--- src/rtl/flash_selfprog_ctrl.sv ---
module flash_selfprog_ctrl #(
  parameter int ADDR_W = 16,
  parameter int STORE_WIN = 4,
  parameter int LOAD_WIN = 3,
  parameter logic [ADDR_W-1:0] RWW_LIMIT = ADDR_W'(16'h7000)
) (
  input  logic              clk,
  input  logic              rst_n,
  input  logic              reg_we,
  input  logic [7:0]        reg_wdata,
  output logic [7:0]        reg_rdata,
  input  logic              gie,
  input  logic              store_stb,
  input  logic              load_stb,
  input  logic [ADDR_W-1:0] cpu_addr,
  input  logic [15:0]       cpu_wdata,
  input  logic [7:0]        lock_bits,
  input  logic [7:0]        fuse_bits,
  output logic              rd_override,
  output logic [7:0]        rd_byte,
  output logic              fl_req,
  output logic [2:0]        fl_op,
  output logic [ADDR_W-1:0] fl_addr,
  output logic [15:0]       fl_wdata,
  input  logic              fl_done,
  output logic              fl_abort,
  output logic              rww_busy,
  output logic              irq
);
  localparam int CW = $clog2(STORE_WIN + 1);
  localparam logic [CW-1:0] WIN = CW'(STORE_WIN);
  localparam logic [CW-1:0] LD_FLOOR = CW'(STORE_WIN - LOAD_WIN);
  localparam logic [2:0] OP_ERASE = 3'd1;
  localparam logic [2:0] OP_WRITE = 3'd2;
  localparam logic [2:0] OP_LOAD = 3'd3;
  localparam logic [2:0] OP_LOCK = 3'd4;
  localparam logic [2:0] OP_REEN = 3'd5;

  logic ie, sb, sig, rre, blb, wrt, ers, en;
  logic timed, load_act;
  logic [CW-1:0] cnt;

  logic [2:0] ncmd;
  assign ncmd = 3'(reg_wdata[4]) + 3'(reg_wdata[3]) + 3'(reg_wdata[2]) + 3'(reg_wdata[1]);

  logic armed, take, to_rww;
  assign armed = en & ~timed;
  assign take = armed & store_stb;
  assign to_rww = cpu_addr < RWW_LIMIT;

  assign rd_override = load_stb & armed & blb & (cnt > LD_FLOOR);
  assign rd_byte = cpu_addr[0] ? lock_bits : fuse_bits;
  assign irq = ie & gie & ~en;
  assign rww_busy = sb;
  assign reg_rdata = {ie, sb, sig, rre, blb, wrt, ers, en};

  always_ff @(posedge clk or negedge rst_n) begin
    if (!rst_n) begin
      {ie, sb, sig, rre, blb, wrt, ers, en} <= '0;
      timed <= 1'b0;
      load_act <= 1'b0;
      cnt <= '0;
      fl_req <= 1'b0;
      fl_op <= '0;
      fl_addr <= '0;
      fl_wdata <= '0;
      fl_abort <= 1'b0;
    end else begin
      fl_req <= 1'b0;
      fl_abort <= 1'b0;
      if (reg_we && reg_wdata[4] && load_act) begin
        fl_abort <= 1'b1;
        load_act <= 1'b0;
      end
      if (timed) begin
        if (reg_we) ie <= reg_wdata[7];
        if (fl_done) begin
          timed <= 1'b0;
          {blb, wrt, ers, en} <= '0;
        end
      end else if (reg_we) begin
        ie <= reg_wdata[7];
        sig <= reg_wdata[5];
        if (reg_wdata[0] && ncmd <= 3'd1) begin
          {rre, blb, wrt, ers, en} <= reg_wdata[4:0];
          cnt <= WIN;
        end else begin
          {rre, blb, wrt, ers, en} <= '0;
          cnt <= '0;
        end
      end else if (take) begin
        fl_req <= 1'b1;
        fl_addr <= cpu_addr;
        fl_wdata <= cpu_wdata;
        cnt <= '0;
        if (ers || wrt) begin
          fl_op <= ers ? OP_ERASE : OP_WRITE;
          timed <= 1'b1;
          if (to_rww) sb <= 1'b1;
          if (wrt) load_act <= 1'b0;
        end else if (blb) begin
          fl_op <= OP_LOCK;
          fl_addr <= '0;
          fl_wdata <= {8'h00, cpu_wdata[7:0]};
          timed <= 1'b1;
        end else if (rre) begin
          fl_op <= OP_REEN;
          sb <= 1'b0;
          rre <= 1'b0;
          en <= 1'b0;
        end else begin
          fl_op <= OP_LOAD;
          sb <= 1'b0;
          load_act <= 1'b1;
          en <= 1'b0;
        end
      end else if (armed) begin
        if (cnt == CW'(1)) begin
          {rre, blb, wrt, ers, en} <= '0;
          cnt <= '0;
        end else begin
          cnt <= cnt - CW'(1);
        end
      end
    end
  end

  assert_req_single_R3: assert property (@(posedge clk) disable iff (!rst_n)
    fl_req |=> !fl_req);
  assert_window_close_R3: assert property (@(posedge clk) disable iff (!rst_n)
    (armed && cnt == CW'(1) && !store_stb && !reg_we) |=> !en);
  assert_rww_set_R4: assert property (@(posedge clk) disable iff (!rst_n)
    (fl_req && (fl_op == OP_ERASE || fl_op == OP_WRITE) && fl_addr < RWW_LIMIT) |-> rww_busy);
  assert_timed_hold_R4: assert property (@(posedge clk) disable iff (!rst_n)
    (timed && !fl_done) |=> en);
  assert_reen_blocked_R7: assert property (@(posedge clk) disable iff (!rst_n)
    (timed && reg_we) |=> (rww_busy == $past(rww_busy)));
  assert_load_clears_R8: assert property (@(posedge clk) disable iff (!rst_n)
    (fl_req && fl_op == OP_LOAD) |-> !rww_busy);
  assert_abort_R9: assert property (@(posedge clk) disable iff (!rst_n)
    (reg_we && reg_wdata[4] && load_act) |=> fl_abort);
  assert_irq_gated_R10: assert property (@(posedge clk) disable iff (!rst_n)
    irq |-> (reg_rdata[7] && !reg_rdata[0]));
  assert_multi_none_R11: assert property (@(posedge clk) disable iff (!rst_n)
    (reg_we && !timed && reg_wdata[0] && ncmd > 3'd1) |=> (!en && !fl_req));
endmodule

--- config.mk ---
export PLATFORM = sky130hd
export DESIGN_NAME = flash_selfprog_ctrl
export DESIGN_NICKNAME = d
export VERILOG_FILES = /design/src/rtl/flash_selfprog_ctrl.sv
export SDC_FILE = /design/constraint.sdc
export NUM_CORES = 1
export LEC_CHECK = 0
export CORE_ASPECT_RATIO = 0.9
export CORE_UTILIZATION = 25
export DETAILED_ROUTE_END_ITERATION = 7
export GPL_ROUTABILITY_DRIVEN = 0
export GPL_TIMING_DRIVEN = 0
export PLACE_DENSITY = 0.53
export SYNTH_ARGS = -nofsm -noshare
export SYNTH_HDL_FRONTEND = slang
export SYNTH_SLANG_ARGS = --single-unit
--- constraint.sdc ---
create_clock -name clk -period 2.8 [get_ports clk]
set_input_delay 0.7 -clock clk [delete_from_list [all_inputs] [get_ports clk]]
set_output_delay 0.7 -clock clk [all_outputs]
set_load 0.03 [all_outputs]
Yosys cells after proc, flatten, opt, wreduce, memory -nomap -nowiden --
Index checks and enable logic that the tools add are counted.
Operators by class: $add $sub $neg 4, $lt $le $gt $ge 3, eq/ne operators 9, muxes and demuxes 55, bitwise logic cells 10, reduce and logical (&&, ||, !) cells 17
Operators by type and width (count):
- 16-bit 2-to-1 mux | 4
- 1-bit 2-to-1 mux | 41
- 3-bit 2-to-1 mux | 8
- 16-bit by 15-bit < comparator with 1-bit output (second input constant) | 1
- 5-bit AND reduction | 3
- 3-bit nonzero test | 4
- 3-bit != test (second input constant) | 3
- 8-bit 2-to-1 mux | 1
- 4-bit != test (second input constant) | 2
- 4-bit nonzero test | 2
- 1-bit AND | 7
- 2-bit != test (second input constant) | 2
- 2-bit AND reduction | 2
- 4-bit AND reduction | 1
- 2-bit by 1-bit adder with 3-bit output | 1
- 3-bit by 1-bit adder with 3-bit output | 1
- 3-bit by 1-bit == test with 1-bit output (second input constant) | 1
- 3-bit by 1-bit greater-than comparator with 1-bit output (second input constant) | 1
- 3-bit by 1-bit <= comparator with 1-bit output (second input constant) | 1
- 1-bit logical AND | 3
- 1-bit NOT | 3
- 3-bit AND reduction | 1
- 3-bit by 1-bit subtractor with 3-bit output (second input constant) | 1
- 1-bit by 1-bit adder with 2-bit output | 1
- other kinds (3) | 3
Word-level totals: flip-flop bits (word level) 50, input bits 63, output and inout bits 56, word-level logic and storage cells 114

Depth between registers and ports, before layout --
Gate-level depths: netlist of run 1.
depth in word-level cells 9, gate-level depth with buffers 7, mapped depth without buffers 5

Least setup slack after synthesis of run 1 --
OpenSTA, ideal clock, no wires.
path type input -> output, start input cpu_addr[0], end output rd_byte[0], arrival 1.440 ns, data required time 2.100 ns, setup slack 0.660 ns, stages 2, buffers on the path 1, cells stage by stage clkbuf_1 mux2_2
Between the ends: cells in the longest elaborated chain, start to end 1
Ends and longest elaborated chain:
- start, declared | line 15 | input logic [ADDR_W-1:0] cpu_addr,
- 8-bit 2-to-1 mux | line 52 | assign rd_byte = cpu_addr[0] ? lock_bits : fuse_bits;
- end, declared | line 20 | output logic [7:0] rd_byte,
Every way passes these cells.

Worst setup path in the final report of run 1 --
start input load_stb, end output rd_override
Between the ends: cells in the longest elaborated chain, start to end 3
Ends and longest elaborated chain:
- start, declared | line 14 | input logic load_stb,
- 1-bit AND (3 in a row) | line 51 | assign rd_override = load_stb & armed & blb & (cnt > LD_FLOOR);
- end, declared | line 19 | output logic rd_override,
Every way passes these cells.

==> results of run 1 <==
registers in the layout (all words and copies together), names as in the netlist, 3 cells and up:
register,flops
fl_addr,16
cnt,3
fl_op,3
fl_wdata,16
layer usage:
layer / part of all wire (%) / track usage, % / up-vias / wire (um)
met5: 0 / 0 / - / 0
met4: 1.0 / 3.21 / 0 / 64
met3: 9.0 / 5.06 / 5 / 556
met2: 45 / 21.4 / 89 / 2780
met1: 45 / 18.7 / 923 / 2800
li1: - / - / 945 / -
power by group:
group	internal [uW]	total, uW	switching, uW
clock network	263	506	243
logic	536	1130	596
registers	898	1000	104
total	1700	2640	944
metrics by stage:
stage	hold WS (ps)	instances
2_1_floorplan	404	198
4_1_cts	475	442
3_3_place_gp	458	433
3_5_place_dp	465	434
5_1_grt	491	442
6_report	447	442
kinds of logic (layout without fill, tap and decap cells):
| logic type | count (synthesis) | count (layout) | share of synthesized area [%] |
|---|---|---|---|
| buffers and inverters | 29 | 154 | 7.68 |
| and+or+nand+nor | 55 | 55 | 11.1 |
| AOI/OAI and AO/OA | 50 | 50 | 18.6 |
| adders and majority gates | 3 | 3 | 1.99 |
| muxes | 11 | 11 | 5.47 |
| DFF | 50 | 50 | 55.2 |
cell usage after synthesis (2+ instances only):
library cell  count
inv_1             7
nor3_1            2
buf_2             7
buf_4             9
dfrtp_1          50
o41ai_1           3
ha_1              2
buf_6             3
nand2_1          31
nor2b_1           2
clkbuf_1          2
o31ai_1           2
o21ai_0           7
nor2_1           11
a22o_1           27
nand2b_1          2
a21oi_1           2
mux2_2           11
worst max-delay path, delay by kind of cell:
kind / cells / cell delay, ps
AO/OA/AOI/OAI: 1 / 190
buffers and inverters: 2 / 1110
layout make-up:
class / instances / area (um2)
buffer: 22 / 149
clock buffer: 5 / 68.8
clock inverter: 3 / 40.0
fill: 837 / 4980
inverter: 7 / 26.3
multi-input combinational: 119 / 842
sequential: 50 / 1250
tap: 119 / 149
timing repair buffer: 117 / 1180
path summary, 6_finish.rpt:
kind	startpoint	end	slack, ps	depth (start not counted)
worst min register to register	fl_wdata[0]	fl_wdata[0]	480	2
worst min-delay path	rst_n	ers	450	1
worst max register to register	timed	fl_addr[2]	1290	6
worst max-delay path	load_stb	rd_override	100	3
min in group clk	fl_wdata[0]	fl_wdata[0]	480	2
max in group asynchronous	rst_n	fl_addr[0]	1800	2
==> flow_summary.toml, run 1 <==
[outcome]
status = "completed"

[critical_path]
worst_path_most_repeated_cell = "clkdlybuf4s50_1"
worstSetupEndpointType = "output port"
cp-start-kind = "input pin"
cp_data_required_time_ps = 2100
worst_path_largest_cell_delay_ps = 660
worst-endpoint-arrival_ps = 2000
path_cells = "clkdlybuf4s50_1 > o2111a_1 > clkdlybuf4s50_1"
worst-setup-path-type = "in -> out"
slowest_stage = "clkdlybuf4s50_1"
cp_max_fo = 1

[global_route]
grt_pass1_wl_mm = 10.1
track_usage_pct = 13.9
grt_pass1_vias = 2023
grt_overflow = 0
grt_max_degree = 31
antenna_found_initial = 0

[sta]
worst-slew-pin-transition_ps = 732
clock.fmax_mhz = 370
fin_ws_ps = 97.4
setup_violations = 0
min_period_over_period_pct = 96.5
tns_ps = 0
hold_viol_final = 0
slew_viol_final = 0
fin_crit_ps = 2700
rsz0062_at_grt = "false"
relSlewSlack_pct = 51.2
skew_ps = 5.43

[yosys]
synthTopCellsByArea = "dfrtp_1, a22o_1, mux2_2, nand2_1, buf_4"
async_flop_share_pct = 100
syn-cell-area_um2 = 2260
ys.flop_type = "dfrtp_1"
syn_inst = 198
synth_seq_cells = 50
ys_types = 36
synth_top_area_cell = "dfrtp_1"
synth.avg_cell_area_um2 = 11.4
synthDominantCellAreaShare_pct = 55.2
ys_seq_area_share_pct = 55.2
synth_edf_count = 0
ys_warn_count = 0
synth.net_count = 264

[hold_path]
hold_path_class = "in -> async"

[die]
io_pins = 119
die_x_um = 102
die_area_um2 = 9440
fp-row-count = 32
fp.coreArea_um2 = 8690
start_util_pct = 26.1
dieHeight_um = 92.3

[route]
via_per_inst = 4.44
first_iter_violations = 29
drcViolationCount = 0
drt_wl_total_mm = 6.20
routedWlPerCell_um = 14.0
vias = 1962
antenna_left = 0
drt_first_pass_iters = 4

[cells_and_area]
final_nets = 388
layout_commonest_cell = "clkdlybuf4s50_1"
final_area_um2 = 3710
area_delta_synth_final_pct = 63.8
fin_util_pct = 42.7
drive_gt1_share_pct = 13.9
num_antenna_cells = 0
final_cell_mix = "clkdlybuf4s50_1, dfrtp_1, nand2_1"

[run]
drv_cap = 0

[clock_network]
clockBufferDepth = 2
clk_pin_slew_worst_paths_ps = 90
cts_inserted_buffers = 5
cts-resized-gates = 0
htreeDepth = 2
clock-sinks = 50
root_buffer = "clkbuf_8"
post_cts_buffers = 0
cts_hold_buf = 0
cts_tree = "built"
clk_latency_ps = 300

[power_and_ir_drop]
leakage_uw = 0.00163
peakVddDrop_v = 0.000245
total_power_uw = 2640
powerDensity_nw_per_um2 = 712

[placement]
placedInstanceArea_um2 = 3600
place_hpwl_mm = 4.67
pre_cts_slack_ps = 59.5
io_buffers = 116
(Power assumes the default switching activity.)
==> inputs of run 2 (changes only) <==
--- a/config.mk
+++ b/config.mk
@@ -11,6 +11,8 @@
 export GPL_ROUTABILITY_DRIVEN = 0
 export GPL_TIMING_DRIVEN = 0
 export PLACE_DENSITY = 0.53
+export SETUP_SLACK_MARGIN = 0.02
 export SYNTH_ARGS = -nofsm -noshare
 export SYNTH_HDL_FRONTEND = slang
 export SYNTH_SLANG_ARGS = --single-unit
+export TNS_END_PERCENT = 30
==> results of run 2 <==
Final layout, timing and power as in run 1 (identical DEF).
==> inputs of run 3 (changes only) <==
--- a/config.mk
+++ b/config.mk
@@ -6,11 +6,11 @@
 export NUM_CORES = 1
 export LEC_CHECK = 0
 export CORE_ASPECT_RATIO = 0.9
-export CORE_UTILIZATION = 25
+export CORE_UTILIZATION = 30
 export DETAILED_ROUTE_END_ITERATION = 7
 export GPL_ROUTABILITY_DRIVEN = 0
 export GPL_TIMING_DRIVEN = 0
-export PLACE_DENSITY = 0.53
+export PLACE_DENSITY = 0.62
 export SETUP_SLACK_MARGIN = 0.02
 export SYNTH_ARGS = -nofsm -noshare
 export SYNTH_HDL_FRONTEND = slang
==> flow_summary.toml, run 3 (synthesis gave the netlist of run 1 again) <==
[outcome]
status = "completed"

[clock_network]
clk_latency_ps = 290
cts_inserted_buffers = 5
clock-sinks = 50
htreeDepth = 2
post_cts_buffers = 0
clk_pin_slew_worst_paths_ps = 90
clockBufferDepth = 2
root_buffer = "clkbuf_8"
cts_tree = "built"

[sta]
clock.fmax_mhz = 372
relSlewSlack_pct = 71.2
slew_viol_final = 0
min_period_over_period_pct = 96.0
skew_ps = 10.0
tns_ps = 0
rsz0062_at_grt = "false"
fin_crit_ps = 2690
hold_viol_final = 0
fin_ws_ps = 111
worst-slew-pin-transition_ps = 429
setup_violations = 0

[route]
first_iter_violations = 57
vias = 1954
routedWlPerCell_um = 13.7
drt_first_pass_iters = 4
drcViolationCount = 0
antenna_left = 0
drt_wl_total_mm = 5.72
via_per_inst = 4.70

[die]
start_util_pct = 31.5
die_area_um2 = 7900
io_pins = 119
fp-row-count = 29
dieHeight_um = 84.4
fp.coreArea_um2 = 7180
die_x_um = 93.6

[placement]
pre_cts_slack_ps = 3.44
dp.cells = 408
place_hpwl_mm = 4.40
io_buffers = 116

[critical_path]
cp_data_required_time_ps = 2100
reg2reg_slack_ps = 1310
r2r_cells = 5
worst-setup-path-type = "in -> out"
worstSetupEndpointType = "output port"
r2r-start = "cnt[1]"
rr_endpoint = "rre"
cp-start-kind = "input pin"
cp_max_fo = 1
worst-endpoint-arrival_ps = 1990

[global_route]
antenna_found_initial = 0
grt_overflow = 0
track_usage_pct = 15.1
grt_pass1_wl_mm = 9.44
grt_pass1_vias = 1983
grt_max_degree = 35

[power_and_ir_drop]
peakVddDrop_v = 0.000363
powerDensity_nw_per_um2 = 699
total_power_uw = 2550
leakage_uw = 0.00164

[run]
drv_cap = 0

[cells_and_area]
area_delta_synth_final_pct = 61.4
instances_no_fill = 416
layout_commonest_cell = "clkdlybuf4s50_1"
drive_gt1_share_pct = 13.6
final_cell_mix = "clkdlybuf4s50_1, dfrtp_1, nand2_1"
num_antenna_cells = 0
top_regs = "fl_addr: 16 flops, fl_wdata: 16 flops"
final_nets = 388
fill_cells = 676

[hold_path]
hold_path_class = "in -> async"
==> run 3: cell count changes in the layout (fill, tap and decap cells not counted), sizes merged <==
cell,change
clkdlybuf4s50,-1
clkbuf,+2
dlymetal6s2s,+1
bufinv,-1
clkinv,-1
==> run 3: routing by layer <==
metal	up-vias	routed length [um]	GRT usage (%)
met5	-	0	0
met4	0	60	3.78
met3	7	453	4.53
met2	82	2630	24.4
met1	924	2570	19.9
li1	941	-	-
==> run 3: how the worst max path moves through the flow <==
stage,end,slack [ps],cells past startpoint,from
after detailed placement,rd_byte[7],3,3,cpu_addr[0]
final,rd_byte[2],110,3,lock_bits[2]
after global placement,fl_wdata[11],-490,1,rst_n
after global routing,rd_byte[2],80,3,lock_bits[2]
after CTS,rd_override,40,3,en
after floorplan,rd_byte[0],660,2,cpu_addr[0]
==> run 3: report_power, final <==
| part | total [uW] | internal, uW | switching (uW) | leakage [uW] |
|---|---|---|---|---|
| sequential | 1000 | 898 | 106 | 0.000647 |
| combinational | 1130 | 535 | 593 | 0.000946 |
| clock | 421 | 200 | 222 | 0.0000482 |
| total | 2550 | 1630 | 921 | 0.00164 |
==> run 3: area by class of cell <==
type                       instances  area, um2  area share [%]
timing repair buffer             117       1180            32.2
clock inverter                     1       5.00           0.137
buffer                            22        149            4.07
clock buffer                       7       86.3            2.36
tap                               93        116            3.18
sequential                        50       1250            34.2
inverter                           7       26.3           0.719
multi-input combinational        119        842            23.0
==> run 3: per-stage QoR <==
stage | util, % | hold WS, ps | instance area, um2
final | 50.9 | 313 | 3650
after global placement | 49.3 | 456 | 3540
after detailed placement | 49.5 | 467 | 3560
after floorplan | - | 404 | 2260
after CTS | 50.8 | 329 | 3650
after global routing | 50.9 | 338 | 3650
==> run 3: critical path: stages <==
cell and delay (ps):
clkdlybuf4s50_1 480, mux2_2 150, clkdlybuf4s50_1 660
==> run 3: what timing repair did <==
| action | in CTS | in global routing |
|---|---|---|
| hold buffers | 0 | 0 |
| endpoints found under the setup margin | 2 | 1 |
| pin swaps | 0 | 0 |
| resized for setup | 1 | 2 |
